`config.mk`:
```
export PLATFORM = sky130hd
export DESIGN_NAME = ln2_kcm_mul
export DESIGN_NICKNAME = d
export VERILOG_FILES = /design/src/rtl/ln2_kcm_pkg.sv /design/src/rtl/ln2_kcm_table.sv /design/src/rtl/ln2_kcm_norm.sv /design/src/rtl/ln2_kcm_mul.sv
export SDC_FILE = /design/constraint.sdc
export NUM_CORES = 1
export LEC_CHECK = 0
export BUFFER_PORTS_ARGS = -buffer_cell sky130_fd_sc_hd__buf_4
export CORE_MARGIN = 10
export CORE_UTILIZATION = 45
export CTS_BUF_LIST = sky130_fd_sc_hd__clkbuf_2 sky130_fd_sc_hd__clkbuf_4 sky130_fd_sc_hd__clkbuf_8
export DETAILED_ROUTE_END_ITERATION = 6
export GPL_ROUTABILITY_DRIVEN = 1
export HOLD_SLACK_MARGIN = 0.06
export SYNTH_ARGS = -nofsm -noshare
export SYNTH_HDL_FRONTEND = slang
export SYNTH_SLANG_ARGS = --single-unit
```
`constraint.sdc`:
```
create_clock -name clk -period 17.2 [get_ports clk]
set_input_delay 0.86 -clock clk [delete_from_list [all_inputs] [get_ports clk]]
set_output_delay 0.86 -clock clk [all_outputs]
set_load 0.005 [all_outputs]
```
`src/rtl/ln2_kcm_pkg.sv`:
```
package ln2_kcm_pkg;

  // ln 2 scaled by 2^64, truncated
  localparam logic [63:0] LN2_Q64 = 64'hB17217F7D1CF79AB;

  localparam int FLT_BIAS = 127;
  localparam int MANT_W   = 24;

  // k * ln2 with fb fraction bits, two's complement, modulo 2^128
  function automatic logic [127:0] ln2_multiple(input longint k, input int fb);
    logic [127:0] c;
    logic [127:0] kk;
    c  = {64'd0, LN2_Q64 >> (64 - fb)};
    kk = {{64{k[63]}}, k};
    return kk * c;
  endfunction

endpackage

```
`src/rtl/ln2_kcm_table.sv`:
```
module ln2_kcm_table
  import ln2_kcm_pkg::*;
#(
  parameter int IDX_W      = 4,
  parameter int SW         = 64,
  parameter int FB         = 56,
  parameter int SCALE_SH   = 0,
  parameter bit SIGNED_IDX = 1'b0
) (
  input  logic [IDX_W-1:0] idx,
  output logic [SW-1:0]    entry
);
  localparam int ENTRIES = 1 << IDX_W;
  localparam int HALF    = ENTRIES / 2;

  logic [SW-1:0] tab [ENTRIES];

  for (genvar g = 0; g < ENTRIES; g++) begin : g_row
    localparam longint KV = (SIGNED_IDX && g >= HALF) ? longint'(g) - longint'(ENTRIES)
                                                      : longint'(g);
    localparam logic [127:0] FULL = ln2_multiple(KV * (longint'(1) <<< SCALE_SH), FB);
    assign tab[g] = FULL[SW-1:0];
  end

  assign entry = tab[idx];
endmodule

```
`src/rtl/ln2_kcm_norm.sv`:
```
module ln2_kcm_norm
  import ln2_kcm_pkg::*;
#(
  parameter int SW  = 64,
  parameter int FB  = 56,
  parameter int SHW = 6
) (
  input  logic [SW-1:0]  sum,
  output logic [31:0]    flt,
  output logic [SHW-1:0] shift_amt,
  output logic           is_zero
);
  localparam int MW       = SW - 1;
  localparam int EXP_TOP  = FLT_BIAS + MW - 1 - FB;
  localparam int GRD      = MW - MANT_W - 1;

  logic          neg;
  logic [SW-1:0] mag_full;
  logic [MW-1:0] mag;
  logic [MW-1:0] nrm;
  logic [MANT_W-1:0] mant;
  logic          guard_b;
  logic          sticky;
  logic          rnd_up;
  logic [MANT_W:0] mant_r;
  logic [9:0]    ex;
  logic [22:0]   frac;

  assign neg      = sum[SW-1];
  assign mag_full = neg ? (~sum + 1'b1) : sum;
  assign mag      = mag_full[MW-1:0];
  assign is_zero  = (mag == '0);

  always_comb begin
    shift_amt = '0;
    for (int i = 0; i < MW; i++) begin
      if (mag[i]) shift_amt = SHW'(MW - 1 - i);
    end
  end

  assign nrm     = mag << shift_amt;
  assign mant    = nrm[MW-1 -: MANT_W];
  assign guard_b = nrm[GRD];
  assign sticky  = |nrm[GRD-1:0];
  assign rnd_up  = guard_b & (sticky | mant[0]);
  assign mant_r  = {1'b0, mant} + {{MANT_W{1'b0}}, rnd_up};
  assign ex      = 10'(EXP_TOP) - 10'(shift_amt) + {9'd0, mant_r[MANT_W]};
  assign frac    = mant_r[MANT_W] ? 23'd0 : mant_r[22:0];
  assign flt     = is_zero ? 32'h0 : {neg, ex[7:0], frac};
endmodule

```
`src/rtl/ln2_kcm_mul.sv`:
```
module ln2_kcm_mul
  import ln2_kcm_pkg::*;
#(
  parameter int EW = 8,
  parameter int FB = 56
) (
  input  logic          clk,
  input  logic          rst_n,
  input  logic          in_valid,
  input  logic [EW-1:0] in_exp,
  output logic          out_valid,
  output logic [31:0]   out_float
);
  localparam int LO_W = 4;
  localparam int HI_W = EW - LO_W;
  localparam int SW   = EW + FB;
  localparam int SHW  = $clog2(SW);

  logic [SW-1:0] lo_ent, hi_ent;
  logic [SW-1:0] lo_q, hi_q, sum_q;
  logic          v1_q, v2_q;
  logic [31:0]   norm_flt;
  logic [SHW-1:0] norm_shift;
  logic          norm_zero;

  ln2_kcm_table #(.IDX_W(LO_W), .SW(SW), .FB(FB), .SCALE_SH(0), .SIGNED_IDX(1'b0)) u_lo_tab (
    .idx(in_exp[LO_W-1:0]), .entry(lo_ent));

  ln2_kcm_table #(.IDX_W(HI_W), .SW(SW), .FB(FB), .SCALE_SH(LO_W), .SIGNED_IDX(1'b1)) u_hi_tab (
    .idx(in_exp[EW-1:LO_W]), .entry(hi_ent));

  // stage 1: lookup
  always_ff @(posedge clk) begin
    if (!rst_n) begin
      v1_q <= 1'b0;
      lo_q <= '0;
      hi_q <= '0;
    end else begin
      v1_q <= in_valid;
      if (in_valid) begin
        lo_q <= lo_ent;
        hi_q <= hi_ent;
      end
    end
  end

  // stage 2: integer add
  always_ff @(posedge clk) begin
    if (!rst_n) begin
      v2_q  <= 1'b0;
      sum_q <= '0;
    end else begin
      v2_q <= v1_q;
      if (v1_q) sum_q <= lo_q + hi_q;
    end
  end

  ln2_kcm_norm #(.SW(SW), .FB(FB), .SHW(SHW)) u_norm (
    .sum(sum_q), .flt(norm_flt), .shift_amt(norm_shift), .is_zero(norm_zero));

  // stage 3: normalise and round
  always_ff @(posedge clk) begin
    if (!rst_n) begin
      out_valid <= 1'b0;
      out_float <= 32'h0;
    end else begin
      out_valid <= v2_q;
      if (v2_q) out_float <= norm_flt;
    end
  end
endmodule

```
==> flow_summary.yaml, run 1 <==
floorplanning:
  placementRows: 75
  fp.dieW_um: 227
  start_util_pct: 45.8
  ioPinCount: 44
  design.core.area_mm2: 0.0422
  die_y_um: 227
  die-area_mm2: 0.0517
critical_path:
  cpMostUsedCell: "ha_1"
  arrival_ns: 10.86
  cp_max_fo: 46
  reg2reg_from: "sum_q[0]"
  crit_path_start_kind: "register"
  cp.required_ns: 17.65
  crit_path_start: "sum_q[0]"
  end_kind: "register"
  crit_slowest_cell: "ha_1"
  criticalPathCategory: "register to register"
  max_stage_delay_ns: 0.78
power_and_ir_drop:
  p_seq_share_pct: 19.2
  p_sw_uw: 1370
  powerDensity_mw_per_mm2: 121
  clockPowerShare_pct: 12.2
  power_leakage_uw: 0.00796
  combPwrFrac_pct: 68.6
  sw_frac_of_total_pct: 56.0
  intPower_uw: 1070
  peakVddDrop_v: 0.0000629
routing:
  totalWireLength_um: 77900
  ant_nets: 0
  wl_met2_um: 36400
  avgRoutedWirePerCell_um: 25.4
  via_per_inst: 6.83
  vias: 20914
  drt_iter0_markers: 2867
  route.met3.wl_um: 4880
  drt-met1-wl_um: 31600
  drt-pass1-iter-count: 7
  drc_errors: 0
  top_layer_used: "met4"
synthesis:
  synthTopCellsByArea: "dfxtp_1 17%, mux2i_1 7.6%, ha_1 4.8%, xnor2_1 4.3%, nand2_1 4.0%"
  ys_seq_area_share_pct: 17.4
  synth_top_cell_area_share_pct: 17.4
  synth_nets: 2715
  synthesis.area_mm2: 0.0194
  avgSynthCellArea_um2: 7.36
  yosysMostFrequentCell: "nand2_1"
  synth_common_cells: "206 x nand2_1, 168 x dfxtp_1, 163 x nor2_1"
  yosysTopAreaCell: "dfxtp_1"
  synth_ff_type: "dfxtp_1"
  yosysWarnings: 0
  synth-async-reset-ratio_pct: 0
  synthCells: 2628
  synth_edf_count: 0
  ys_ff_latch: 168
  synth.distinct_cells: 101
placement:
  io_buffers: 43
  numPlacedInstances: 3030
  hpwl_um: 59300
  place_area_mm2: 0.0197
  place_congestion: 1.03
global_route:
  grt_max_degree: 105
  grt_pass1_vias: 19261
  grt_overflow: 0
  grt_pass1_wl_um: 119000
  grt_usage_pct: 29.5
  antenna_found_initial: 1
sta:
  relSlewSlack_pct: 25.4
  holdWs_ns: 0.465
  rsz0062_at_grt: "false"
  timing.fmax_mhz: 96.0
  final_max_slew_viol_count: 0
  hold_viol: 0
  skew_ns: 0.0324
  setup_viol: 0
  tightest_slew_ns: 1.11
  tns_ns: 0
  fin_crit_ns: 10.42
  finalCritPeriodShare_pct: 60.6
min_path:
  hold_path_class: "register to register"
  hp-start: "out_float[20]"
clock_network:
  cts_tree: "built"
  cts_resized: 0
  cts_buffers: 17
  cts_root_buffer: "clkbuf_8"
  insertion_delay_ns: 0.57
  clkTransAtPathRegs_ns: 0.13
  htree_levels: 4
  hold_buffers: 0
  cts_setup_buffers: 0
  ctsLongestPathBuffers: 2
  clock-sinks: 168
status:
  outcome: "finished clean"
cells_and_area:
  final_cells: 3063
  fin_area_mm2: 0.0201
  area_growth_pct: 3.98
  nets: 2597
  drive_above_1_share_pct: 7.17
job:
  maxCapViolations: 0
[state kept, by name, summed over array words and instances, names as in the netlist]
register,cells
hi_q,28
lo_q,41
out_float,32
out_valid,1
sum_q,64
v1_q,1
v2_q,1
[per-layer routing]
layer / track usage [%] / vias up
li1: - / 9752
met1: 35.6 / 9898
met2: 48.6 / 1025
met4: 18.1 / 0
met3: 4.47 / 239
met5: 0 / -
[layout by cell type (no fill, tap or decap), drive strengths merged, types with 28 or more instances in the layout]
cell type,Yosys,routed
nand2,206,206
nor2,169,169
dfxtp,168,168
o21ai,165,165
a21oi,153,153
mux2i,147,147
nand3,108,108
nor2b,102,102
xnor2,95,95
nor3,91,91
ha,75,75
buf,73,69
inv,62,69
o211ai,65,65
o22ai,61,61
xor2,57,57
a21o,54,54
a31oi,42,42
nand4,40,40
nor4,33,33
o31ai,32,32
nand2b,29,29
or4,28,28
o221ai,28,28
[power by group through the flow]
stage	logic (uW)	clock network, uW	registers (uW)
floorplan	1130	0	443
global placement	1610	0	475
detailed placement	1600	0	476
CTS	1600	309	467
global route	1760	319	473
finish	1670	299	468
[path summary, 6_finish.rpt]
kind                   endpoint  slack, ns  depth (start not counted)
setup / recovery  out_float[27]       6.78                         30
hold / removal    out_float[20]       0.46                          2
setup reg to reg  out_float[27]       6.78                         30
hold reg to reg   out_float[20]       0.46                          2
[stage by stage]
stage / utilization [%] / setup WS [ns] / total power [uW]
4_1_cts: 47.6 / 7.04 / 2380
3_5_place_dp: 46.7 / 7.13 / 2070
6_report: 47.7 / 6.78 / 2440
5_1_grt: 47.6 / 6.12 / 2550
2_1_floorplan: - / 9.97 / 1570
3_3_place_gp: 46.7 / 7.20 / 2080
[kinds of logic after synthesis]
group	synth area share (%)
buffers and inverters	5.70
AO/OA/AOI/OAI	31.2
multiplexers	8.90
adder cells (fa/ha/maj)	4.95
AND/OR/NAND/NOR	25.0
flip-flops	17.4
XOR/XNOR	6.88
[critical path, delay by kind of cell, from the launching register on]
family,cells,cell delay (ns)
xor+xnor,2,0.72
simple gates,9,2.89
fa+ha+maj,4,1.39
compound gates,10,3.74
buf+inv,5,1.01
flops,1,0.47
[final cells by class]
cell class                 instances  area (um2)
tap                              539         674
clock buffer                      19         255
timing repair buffer              69         518
antenna                            1        2.50
clock inverter                    13         136
fill                            4290       22100
inverter                          66         250
multi-input combinational       2188       14900
sequential                       168        3370
(Power assumes the default switching activity.)
==> inputs of run 2 (changes only) <==
==> constraint.sdc (replaced) <==
create_clock -name clk -period 10.2 [get_ports clk]
set_input_delay 0.51 -clock clk [delete_from_list [all_inputs] [get_ports clk]]
set_output_delay 0.51 -clock clk [all_outputs]
set_load 0.005 [all_outputs]
==> run 2 against run 1 <==
Flip-flop and latch count is the same. Combinational power grew 76%. Setup slack lost 6.1 ns. Die area is the same. Core utilization grew 0.63 points. Global-route usage grew 1.7 points. Clock-buffer cell count shrank 1. First-iteration DRC count shrank 7.5%. Sequential power grew 69%. Critical path depth shrank 4. Critical endpoint unchanged.
==> flow_summary.yaml, run 2 (same netlist as run 1, synthesis figures left out) <==
power_and_ir_drop:
  total_power_uw: 4240
  powerDensity_mw_per_mm2: 208
  power_leakage_uw: 0.00812
  peakVddDrop_v: 0.0000835
sta:
  tns_ns: 0
  final_max_slew_viol_count: 0
  holdWs_ns: 0.263
  relSlewSlack_pct: 29.9
  timing.fmax_mhz: 105
  skew_ns: 0.0285
  finalCritPeriodShare_pct: 93.1
  setup_slack_ns: 0.706
  hold_viol: 0
  fin_crit_ns: 9.49
  tightest_slew_ns: 1.04
  setup_viol: 0
  rsz0062_at_grt: "false"
global_route:
  grt_pass1_wl_um: 124000
  met1_usage_pct: 36.4
  grt_pass1_vias: 19629
  use_met2_pct: 52.5
  grtUsageMet3_pct: 4.17
  grt_usage_pct: 31.2
  antenna_found_initial: 0
  grt_max_degree: 100
  grt_overflow: 0
  busiest_layer: "met2"
routing:
  drt_iter0_markers: 2651
  drc_errors: 0
  drt-pass1-iter-count: 6
  ant_nets: 0
  totalWireLength_um: 82100
  avgRoutedWirePerCell_um: 26.5
  via_per_inst: 6.80
  vias: 21035
cells_and_area:
  largest_reg_flops: 64
  final_cell_mix: "206 x nand2_1, 166 x dfxtp_1, 163 x nor2_1, 154 x o21ai_0, 150 x a21oi_1"
  antenna_cells: 0
  final_util_pct: 48.3
  regMostFlops: "sum_q"
  final_common_cell: "nand2_1"
  nets: 2631
  area_growth_pct: 5.34
  drive_above_1_share_pct: 8.37
  reg_top3: "sum_q x64, lo_q x41, out_float x32"
critical_path:
  cp_max_fo: 25
  crit_family: "simple AND/OR/NAND/NOR gates"
  reg2reg_depth: 26
  reg2reg_from: "sum_q[7]"
  r2r-end: "out_float[27]"
  crit_slowest_cell: "or4_1"
  cp_num_cells: 26
  crit_path_start_kind: "register"
  r2r_slack_ns: 0.71
  arrival_ns: 9.95
  cp.required_ns: 10.66
  criticalPathCategory: "register to register"
  path_buf_inv: 4
  cpMostUsedCell: "o21ai_0"
  end_kind: "register"
  max_stage_delay_ns: 0.71
status:
  outcome: "finished clean"
floorplanning:
  die-area_mm2: 0.0517
  ioPinCount: 44
  fp.dieW_um: 227
  die_y_um: 227
  design.core.area_mm2: 0.0422
  start_util_pct: 45.8
  placementRows: 75
clock_network:
  cts_buffers: 17
  cts_root_buffer: "clkbuf_8"
  clock-sinks: 168
  hold_buffers: 0
  htree_levels: 4
  insertion_delay_ns: 0.57
  cts_tree: "built"
  cts_resized: 0
  clkTransAtPathRegs_ns: 0.11
  ctsLongestPathBuffers: 2
  cts_setup_buffers: 0
min_path:
  worstHoldPathCells: 3
  hp-start: "in_exp[4]"
  hold_path_class: "input pin to register"
  worstHoldEndpoint: "hi_q[56]"
placement:
  io_buffers: 43
  place_congestion: 1.01
  preCtsSetupSlack_ns: 0.917
  hpwl_um: 64000
job:
  maxCapViolations: 0
[run 2: cell count changes in the layout (fill, tap and decap cells not counted), sizes merged]
cell,delta
buf,+34
inv,+2
clkinv,-2
diode,-1
clkbuf,-1
[run 2: how the worst max path moves through the flow]
| stage | startpoint | endpoint | slack [ns] |
|---|---|---|---|
| after floorplan | sum_q[2] | out_float[27] | 2.97 |
| after global placement | sum_q[7] | out_float[27] | 1.11 |
| after detailed placement | sum_q[7] | out_float[27] | 0.92 |
| after CTS | sum_q[7] | out_float[27] | 0.89 |
| after global routing | sum_q[7] | out_float[27] | 0.003 |
| final | sum_q[7] | out_float[27] | 0.71 |
[run 2: per-stage QoR]
stage	cell area (um2)	instances
3_3_place_gp	20000	3064
2_1_floorplan	19400	2628
4_1_cts	20400	3095
5_1_grt	20400	3095
6_report	20400	3095
3_5_place_dp	20000	3064
[run 2: worst reg2reg max path, stage by stage, from the launching register on]
cell       delay [ns]
dfxtp_1          0.44
or4_1            0.71
nor4_4           0.61
nand3_1          0.55
o31ai_1          0.45
xor2_1           0.42
o211ai_1         0.19
a31o_2           0.39
nor3_4           0.68
a21oi_4          0.24
inv_4            0.28
buf_4            0.35
o21ai_0          0.22
mux2i_1          0.67
o221ai_1         0.24
a2111oi_0        0.56
o21ai_0          0.28
or3b_1           0.56
nor4_4           0.36
ha_1             0.21
inv_1            0.06
ha_1             0.19
inv_1            0.09
o21ai_0          0.15
xnor2_1          0.21
o22ai_1          0.10
and2_1           0.21
[run 2: where the power goes]
group | internal [uW] | total, uW | switching (uW)
Sequential | 705 | 790 | 85.3
Clock | 207 | 513 | 306
Combinational | 964 | 2940 | 1980
Total | 1880 | 4240 | 2370
[run 2: area by class of cell]
| type | count | area, um2 |
|---|---|---|
| Fill cell | 4320 | 21800 |
| Clock inverter | 13 | 154 |
| Tap cell | 539 | 674 |
| Inverter | 66 | 250 |
| Sequential cell | 168 | 3370 |
| Multi-Input combinational cell | 2188 | 14900 |
| Timing Repair Buffer | 103 | 773 |
| Clock buffer | 18 | 241 |
[run 2: layer usage]
layer	up-vias	part of all wire, %
met2	964	48
met4	0	7.3
met1	10048	39
met3	224	5.7
li1	9799	-
met5	-	0
